### config.mk
export PLATFORM = sky130hd
export DESIGN_NAME = qcfg_default_seq
export DESIGN_NICKNAME = d
export VERILOG_FILES = /design/src/rtl/qcfg_pkg.sv /design/src/rtl/qcfg_load_ctr.sv /design/src/rtl/qcfg_addr_calc.sv /design/src/rtl/qcfg_regfile.sv /design/src/rtl/qcfg_default_seq.sv
export SDC_FILE = /design/constraint.sdc
export NUM_CORES = 1
export LEC_CHECK = 0
export BUFFER_PORTS_ARGS = -buffer_cell sky130_fd_sc_hd__buf_2
export CORE_UTILIZATION = 48
export CTS_BUF_LIST = sky130_fd_sc_hd__clkbuf_4
export DETAILED_ROUTE_END_ITERATION = 7
export GPL_ROUTABILITY_DRIVEN = 0
export HOLD_SLACK_MARGIN = 0.08
export PLACE_DENSITY = 0.72
export REMOVE_ABC_BUFFERS = 1
export SYNTH_ARGS = -nofsm -noshare
export SYNTH_HDL_FRONTEND = slang
export SYNTH_HIERARCHICAL = 1
export SYNTH_SLANG_ARGS = --single-unit
### constraint.sdc
create_clock -name clk -period 3.1 [get_ports clk]
set_clock_uncertainty 0.05 [all_clocks]
set_input_delay 0.155 -clock clk [delete_from_list [all_inputs] [get_ports clk]]
set_output_delay 0.155 -clock clk [all_outputs]
set_load 0.02 [all_outputs]
### src/rtl/qcfg_pkg.sv
package qcfg_pkg;
   typedef enum logic [1:0] {
      KIND_MODE  = 2'd0,
      KIND_START = 2'd1,
      KIND_END   = 2'd2
   } reg_kind_e;
endpackage

### src/rtl/qcfg_load_ctr.sv
module qcfg_load_ctr #(
   parameter int NREG  = 9,
   parameter int IDX_W = 4
) (
   input  logic             clk,
   input  logic             rst,
   input  logic             sen_in,
   output logic [IDX_W-1:0] idx,
   output logic             load_en,
   output logic             done
);
   localparam logic [IDX_W-1:0] LAST = IDX_W'(NREG - 1);

   // one setup register per edge, only while upstream reports done (low)
   assign load_en = !sen_in && !done;

   always_ff @(posedge clk or posedge rst) begin
      if (rst) begin
         idx  <= '0;
         done <= 1'b0;
      end else if (load_en) begin
         if (idx == LAST) done <= 1'b1;
         else             idx  <= idx + 1'b1;
      end
   end
endmodule

### src/rtl/qcfg_addr_calc.sv
module qcfg_addr_calc
   import qcfg_pkg::*;
#(
   parameter int NUM_QUEUES = 4,
   parameter int ADDR_W     = 12,
   parameter int QCNT_W     = 3,
   parameter int IDX_W      = 4,
   parameter int QSEL_W     = 2,
   parameter int QSIZE      = 1024
) (
   input  logic [IDX_W-1:0]  idx,
   output reg_kind_e         kind,
   output logic [QSEL_W-1:0] qsel,
   output logic [ADDR_W-1:0] addr_val,
   output logic [QCNT_W-1:0] mode_val
);
   logic [IDX_W-1:0] idx_m1;
   int               base;

   assign idx_m1   = idx - 1'b1;
   assign mode_val = QCNT_W'(NUM_QUEUES);

   always_comb begin
      qsel = QSEL_W'(idx_m1 >> 1);
      base = int'(qsel) * QSIZE;
      if (idx == '0) begin
         kind     = KIND_MODE;
         addr_val = '0;
      end else if (idx[0]) begin
         kind     = KIND_START;
         addr_val = ADDR_W'(base);
      end else begin
         kind     = KIND_END;
         addr_val = ADDR_W'(base + QSIZE - 1);
      end
   end
endmodule

### src/rtl/qcfg_regfile.sv
module qcfg_regfile
   import qcfg_pkg::*;
#(
   parameter int NUM_QUEUES = 4,
   parameter int ADDR_W     = 12,
   parameter int QCNT_W     = 3,
   parameter int QSEL_W     = 2
) (
   input  logic                             clk,
   input  logic                             rst,
   input  logic                             load_en,
   input  reg_kind_e                        kind,
   input  logic [QSEL_W-1:0]                qsel,
   input  logic [ADDR_W-1:0]                addr_val,
   input  logic [QCNT_W-1:0]                mode_val,
   output logic [QCNT_W-1:0]                q_count,
   output logic [NUM_QUEUES-1:0][ADDR_W-1:0] q_start,
   output logic [NUM_QUEUES-1:0][ADDR_W-1:0] q_end
);
   always_ff @(posedge clk or posedge rst) begin
      if (rst)                                q_count <= '0;
      else if (load_en && kind == KIND_MODE)  q_count <= mode_val;
   end

   for (genvar g = 0; g < NUM_QUEUES; g++) begin : g_queue
      logic hit;
      assign hit = load_en && (qsel == QSEL_W'(g));

      always_ff @(posedge clk or posedge rst) begin
         if (rst)                              q_start[g] <= '0;
         else if (hit && kind == KIND_START)   q_start[g] <= addr_val;
      end

      always_ff @(posedge clk or posedge rst) begin
         if (rst)                              q_end[g] <= '0;
         else if (hit && kind == KIND_END)     q_end[g] <= addr_val;
      end
   end
endmodule

### src/rtl/qcfg_default_seq.sv
module qcfg_default_seq
   import qcfg_pkg::*;
#(
   parameter int NUM_QUEUES = 4,
   parameter int MEM_DEPTH  = 4096,
   parameter int ADDR_W     = $clog2(MEM_DEPTH),
   parameter int QCNT_W     = $clog2(NUM_QUEUES + 1)
) (
   input  logic                             clk,
   input  logic                             rst,
   input  logic                             sen_in,
   output logic                             sen_out,
   output logic                             cfg_ready,
   output logic [QCNT_W-1:0]                q_count,
   output logic [NUM_QUEUES-1:0][ADDR_W-1:0] q_start,
   output logic [NUM_QUEUES-1:0][ADDR_W-1:0] q_end
);
   localparam int NREG   = 2 * NUM_QUEUES + 1;
   localparam int IDX_W  = $clog2(NREG);
   localparam int QSEL_W = (NUM_QUEUES > 1) ? $clog2(NUM_QUEUES) : 1;
   localparam int QSIZE  = MEM_DEPTH / NUM_QUEUES;

   if (NUM_QUEUES < 1)                   begin : g_bad_nq    $error("NUM_QUEUES must be at least 1"); end
   if (MEM_DEPTH % NUM_QUEUES != 0)      begin : g_bad_split $error("MEM_DEPTH must divide evenly by NUM_QUEUES"); end
   if ((1 << ADDR_W) < MEM_DEPTH)        begin : g_bad_aw    $error("ADDR_W too narrow for MEM_DEPTH"); end
   if ((1 << QCNT_W) <= NUM_QUEUES)      begin : g_bad_qw    $error("QCNT_W too narrow for NUM_QUEUES"); end

   logic [IDX_W-1:0]  idx;
   logic              load_en;
   logic              done;
   reg_kind_e         kind;
   logic [QSEL_W-1:0] qsel;
   logic [ADDR_W-1:0] addr_val;
   logic [QCNT_W-1:0] mode_val;

   qcfg_load_ctr #(.NREG(NREG), .IDX_W(IDX_W)) u_ctr (
      .clk(clk), .rst(rst), .sen_in(sen_in),
      .idx(idx), .load_en(load_en), .done(done)
   );

   qcfg_addr_calc #(
      .NUM_QUEUES(NUM_QUEUES), .ADDR_W(ADDR_W), .QCNT_W(QCNT_W),
      .IDX_W(IDX_W), .QSEL_W(QSEL_W), .QSIZE(QSIZE)
   ) u_calc (
      .idx(idx), .kind(kind), .qsel(qsel), .addr_val(addr_val), .mode_val(mode_val)
   );

   qcfg_regfile #(
      .NUM_QUEUES(NUM_QUEUES), .ADDR_W(ADDR_W), .QCNT_W(QCNT_W), .QSEL_W(QSEL_W)
   ) u_regs (
      .clk(clk), .rst(rst), .load_en(load_en), .kind(kind), .qsel(qsel),
      .addr_val(addr_val), .mode_val(mode_val),
      .q_count(q_count), .q_start(q_start), .q_end(q_end)
   );

   assign sen_out   = !done;
   assign cfg_ready = done;
endmodule

==> out/metrics.yaml, run 1 <==
status: "complete, no violations"
place_area_um2: 4760
synth_top_family_by_area: "multiplexers"
regToRegSetupSlack_ps: 680
syn-instance-count: 271
path_class: "reg2reg"
maxSlewHeadroom: 0.488
powerDensity_nw_per_um2: 421
vias: 2463
die_height_um: 95.3
synthToLayoutAreaGrowth_pct: 17.7
arrival_ps: 2700
cts_tree: "built"
ir_drop_v: 0.000292
cp-endpoint: "u_regs/q_end[4]"
layout-drive-gt1-share: 0.618
nets: 383
register_area_um2: 2600
synthAdderAreaFrac: 0.00898
hold_path.class: "in2async"
crit_path_start_kind: "register"
synth_compound_area_frac: 0.00629
core_um2: 8340
drt-pass1-iter-count: 4
seq_area_frac_synth: 0.623
drv_cap: 0
clock_sinks: 104
detail_route.wl_per_cell_um: 15.1
rsz0062_at_grt: "no"
yosysUniqueCellTypes: 24
io_buffers: 103
dp.cells: 469
p_leak_nw: 2.82
grt_pass1_wl_mm: 11.8
ys.warnings.count: 6
final_cell_mix: "dfrtp_1, buf_2, mux2_2"
clk_latency_ps: 420
fin_cells: 487
syn_area_um2: 4180
clkTransAtPathRegs_ps: 140
gr-total-overflow: 0
grt_pass1_vias: 2419
slowest_delay_ps: 500
r2r_start: "u_ctr/idx[0]"
startpoint: "u_ctr/idx[0]"
synth_xor_area_frac: 0.00629
cts_setup_buffers: 0
syn_avg_cell_area_um2: 15.4
cts_buffers: 9
fin_crit_ps: 2420
fmax_ghz: 0.413
fin_area_um2: 4920
slowest_stage: "dfrtp_1"
row_count: 33
cts_buffer_depth: 2
initial_core_util: 0.501
r2r_cells: 7
grt_max_degree: 64
io_pins: 104
synthMuxAreaShare: 0.274
htree_num_levels: 3
final_hold_viol_count: 0
synth-simple-area-share: 0.0350
cp_max_fo: 12
antenna_cells: 0
routed_wirelength_mm: 7.37
post-route-util: 0.590
gr-usage-all-layers: 0.172
synth-seq-cells: 104
final_common_cell: "dfrtp_1"
cp-end-kind: "register"
worstMarginPinSlew_ps: 767
cp_cell_sequence: "inv_1 -> ha_1 -> nor3b_4 -> nor2_1 -> nand3b_1 -> or3_4 -> mux2_2"
antenna_found_initial: 0
rr_endpoint: "u_regs/q_end[4]"
antenna_left: 0
hpwl_mm: 4.93
required_ps: 3380
dieWidth_um: 95.3
n_fill_cell: 709
multi_input_area_um2: 1400
fin_hold_ws_ps: 144
cts-root-buf: "clkbuf_4"
finalSetupViolCount: 0
drcViolationCount: 0
drv_slew: 0
drt_iter0_markers: 74
fin_crit_sh: 0.781
post_cts_resized: 0
cts_hold_buf: 2
total_power_mw: 2.07
die-area_um2: 9080
viasPerCell: 5.06
[power by group]
part	total (mW)	switching [mW]	internal (mW)
clock	0.671	0.420	0.252
combinational	0.0387	0.0314	0.00737
sequential	1.36	0.000849	1.36
[cells by family (layout without fill, tap and decap cells)]
group           after synthesis  after routing
simple gates                 23             23
compound gates                4              4
other cells                   2              3
mux                         101            101
xor+xnor                      3              3
fa+ha+maj                     3              3
flops                       104            104
buf+inv                      31            141
[critical path, delay by kind of cell, from the launching register on]
family / cells / cell delay, ps
adder cells (fa/ha/maj): 1 / 230
buffers and inverters: 1 / 120
flip-flops: 1 / 500
multiplexers: 1 / 300
AND/OR/NAND/NOR: 4 / 1130
[registers in the layout, summed over array words and instances, names as in the netlist]
name / flops
u_regs/q_end: 48
u_ctr/idx: 4
u_regs/q_start: 48
u_regs/q_count: 3
u_ctr/done: 1
[worst min path at each step]
| stage | to | slack, ps | depth (start not counted) |
|---|---|---|---|
| 2_1_floorplan | u_ctr/done | -120 | 1 |
| 3_5_place_dp | u_ctr/done | 60 | 2 |
| 4_1_cts | u_ctr/idx[2] | 110 | 3 |
| 5_1_grt | u_ctr/idx[2] | 140 | 3 |
| 6_report | u_ctr/idx[2] | 140 | 3 |
| 3_3_place_gp | u_ctr/done | 50 | 2 |
[cells in the mapped netlist, drive strengths merged]
cell type	n	area share
dfrtp	104	0.62
mux2	101	0.27
buf	21	0.036
inv	10	0.0090
nor2	10	0.011
ha	3	0.0090
nand2	3	0.0027
nand3b	3	0.0054
conb	2	0.0018
nand2b	2	0.0030
nor3b	2	0.0063
o21ai	2	0.0033
or3	2	0.0054
xnor2	2	0.0042
a21oi	1	0.0012
nand4	1	0.0015
o31ai	1	0.0018
xor2	1	0.0021
[cell type report]
type	count	share of cell area
Tap cell	105	0.0267
Multi-Input combinational cell	137	0.285
Sequential cell	104	0.529
Clock buffer	10	0.0153
Clock inverter	6	0.0122
Timing Repair Buffer	115	0.124
Inverter	10	0.00814
[metrics by stage]
step           setup WS [ps]  TNS (ps)
6_report                 678         0
5_1_grt                  596         0
4_1_cts                  702         0
3_5_place_dp             723         0
3_3_place_gp             841         0
2_1_floorplan          -1290    -92330
[layer usage]
| layer | up-vias | global-route usage | wire (um) | share of wire |
|---|---|---|---|---|
| met5 | - | 0 | 0 | 0 |
| met4 | 0 | 0.0530 | 68 | 0.0092 |
| met3 | 9 | 0.0630 | 556 | 0.075 |
| met2 | 83 | 0.270 | 3410 | 0.46 |
| met1 | 1239 | 0.223 | 3330 | 0.45 |
| li1 | 1132 | - | - | - |
No activity file was read; power rests on OpenSTA's default activity.
==> inputs of run 2 (changes only) <==
==> constraint.sdc (replaced) <==
create_clock -name clk -period 2.3 [get_ports clk]
set_clock_uncertainty 0.05 [all_clocks]
set_input_delay 0.115 -clock clk [delete_from_list [all_inputs] [get_ports clk]]
set_output_delay 0.115 -clock clk [all_outputs]
set_load 0.02 [all_outputs]
==> out/metrics.yaml, run 2 (synthesized netlist as in run 1, its figures left out) <==
status: "complete, no violations"  # unchanged
arrival_ps: 2500  # was 2700 ps
cp_max_fo: 12  # unchanged
final.setup.tns_ps: 0  # unchanged
grt_pass1_wl_mm: 11.6  # was 11.8 mm
synthToLayoutAreaGrowth_pct: 18.8  # was 17.7%
worst-path-stages: 7  # unchanged
hpwl_mm: 4.98  # was 4.93 mm
layout-drive-gt1-share: 0.621  # was 0.618
finalSetupViolCount: 0  # unchanged
r2r_start: "u_ctr/idx[1]"  # was u_ctr/idx[0]
fin_area_um2: 4970  # was 4920 um^2
fmax_ghz: 0.450  # was 0.413 GHz
cp_cell_sequence: "inv_1 -> ha_1 -> nor3b_4 -> nor2_1 -> nand3b_1 -> or3_4 -> mux2_2"  # unchanged
dieWidth_um: 95.3  # unchanged
path_class: "reg2reg"  # unchanged
io_buffers: 103  # unchanged
n_fill_cell: 724  # was 709
drt_iter0_markers: 68  # was 74
fin_hold_ws_ps: 277  # was 144 ps
maxSlewHeadroom: 0.571  # was 0.488
htree_num_levels: 3  # unchanged
crit_family: "simple AND/OR/NAND/NOR gates"  # unchanged
dp.cells: 473  # was 469
antenna_cells: 0  # unchanged
fin_crit_ps: 2220  # was 2420 ps
total_power_mw: 2.71  # was 2.07 mW
cp_num_buf_inv: 1  # unchanged
cts-root-buf: "clkbuf_4"  # unchanged
finalWorstSetupSlack_ps: 76.6  # was 678 ps
grt_max_degree: 53  # was 64
cts_buffers: 9  # unchanged
required_ps: 2570  # was 3380 ps
clock_sinks: 104  # unchanged
die_height_um: 95.3  # unchanged
cts_tree: "built"  # unchanged
slowest_delay_ps: 450  # was 500 ps
slowest_stage: "dfrtp_1"  # unchanged
drt-pass1-iter-count: 4  # unchanged
place_area_um2: 4810  # was 4760 um^2
ir_drop_v: 0.000285  # was 0.000292 V
die-area_um2: 9080  # unchanged
cts_buffer_depth: 2  # unchanged
gr-total-overflow: 0  # unchanged
antenna_found_initial: 0  # unchanged
fin_cells: 493  # was 487
drv_slew: 0  # unchanged
worstMarginPinSlew_ps: 644  # was 767 ps
crit_path_start_kind: "register"  # unchanged
initial_core_util: 0.501  # unchanged
antenna_left: 0  # unchanged
post-route-util: 0.595  # was 0.590
final_cell_mix: "dfrtp_1, buf_2, mux2_2"  # unchanged
regToRegSetupSlack_ps: 80  # was 680 ps
fin_crit_sh: 0.967  # was 0.781
post-place-ws_ps: 88.8  # was 723 ps
cp-endpoint: "u_regs/q_end[5]"  # was u_regs/q_end[4]
final_hold_viol_count: 0  # unchanged
grt_pass1_vias: 2376  # was 2,419
drv_cap: 0  # unchanged
clk_latency_ps: 430  # was 420 ps
cp-end-kind: "register"  # unchanged
core_um2: 8340  # unchanged
drcViolationCount: 0  # unchanged
reg_top3: "u_regs/q_end: 48 flops, u_regs/q_start: 48 flops, u_ctr/idx: 4 flops"  # unchanged
rsz0062_at_grt: "yes"  # was no
nets: 389  # was 383
p_leak_nw: 2.85  # was 2.82 nW
row_count: 33  # unchanged
startpoint: "u_ctr/idx[1]"  # was u_ctr/idx[0]
gr-usage-all-layers: 0.169  # was 0.172
routed_wirelength_mm: 7.24  # was 7.37 mm
powerDensity_nw_per_um2: 545  # was 421 nW/um^2
io_pins: 104  # unchanged
viasPerCell: 4.98  # was 5.06
vias: 2457  # was 2,463
final_common_cell: "dfrtp_1"  # unchanged
rr_endpoint: "u_regs/q_end[5]"  # was u_regs/q_end[4]
clkTransAtPathRegs_ps: 160  # was 140 ps
hold_path.class: "in2async"  # unchanged
detail_route.wl_per_cell_um: 14.7  # was 15.1 um
r2r_cells: 7  # unchanged
## run 2: changes by cell type in the layout (fill, tap and decap cells not counted), sizes merged
| cell | previous run | this run |
|---|---|---|
| bufinv | 1 | 0 |
| dlygate4sd3 | 2 | 3 |
| inv | 10 | 13 |
| buf | 113 | 118 |
| clkinv | 4 | 2 |
## run 2: power breakdown
part	internal [mW]	total (mW)	switching, mW
combinational	0.0123	0.0550	0.0426
clock	0.242	0.820	0.578
sequential	1.83	1.83	0.00127
total	2.09	2.71	0.622
## run 2: how the worst min path moves through the flow
stage,to,depth (start not counted),startpoint,slack (ps)
6_report,u_regs/q_end[1],3,rst,280
5_1_grt,u_regs/q_count[0],3,rst,320
4_1_cts,u_regs/q_start[9],3,rst,270
3_5_place_dp,u_ctr/done,2,rst,20
3_3_place_gp,u_ctr/done,2,rst,5
2_1_floorplan,u_ctr/done,1,rst,-160
## run 2: worst min-delay path, delay by kind of cell
family / cells / cell delay, ps
buffers and inverters: 3 / 1150
## run 2: area by class of cell
| cell class | instances | area [um^2] | area share |
|---|---|---|---|
| Sequential cell | 104 | 2600 | 0.524 |
| Multi-Input combinational cell | 137 | 1400 | 0.282 |
| Timing Repair Buffer | 121 | 674 | 0.136 |
| Tap cell | 105 | 131 | 0.0265 |
| Clock buffer | 10 | 75.1 | 0.0151 |
| Clock inverter | 6 | 42.5 | 0.00857 |
| Inverter | 10 | 40.0 | 0.00806 |
## run 2: what timing repair did
action / CTS / global route
hold buffers: 3 / 0
setup endpoints to repair: 0 / 26
hold endpoints to repair: 61 / 0
buffers inserted: 0 / 1
resized for setup: 0 / 1
## run 2: per-layer routing
layer | vias to the layer above | track usage | wire [um]
met3 | 10 | 0.0566 | 557
met2 | 75 | 0.256 | 3280
li1 | 1143 | - | -
met5 | - | 0 | 0
met4 | 0 | 0.0619 | 96
met1 | 1229 | 0.227 | 3300
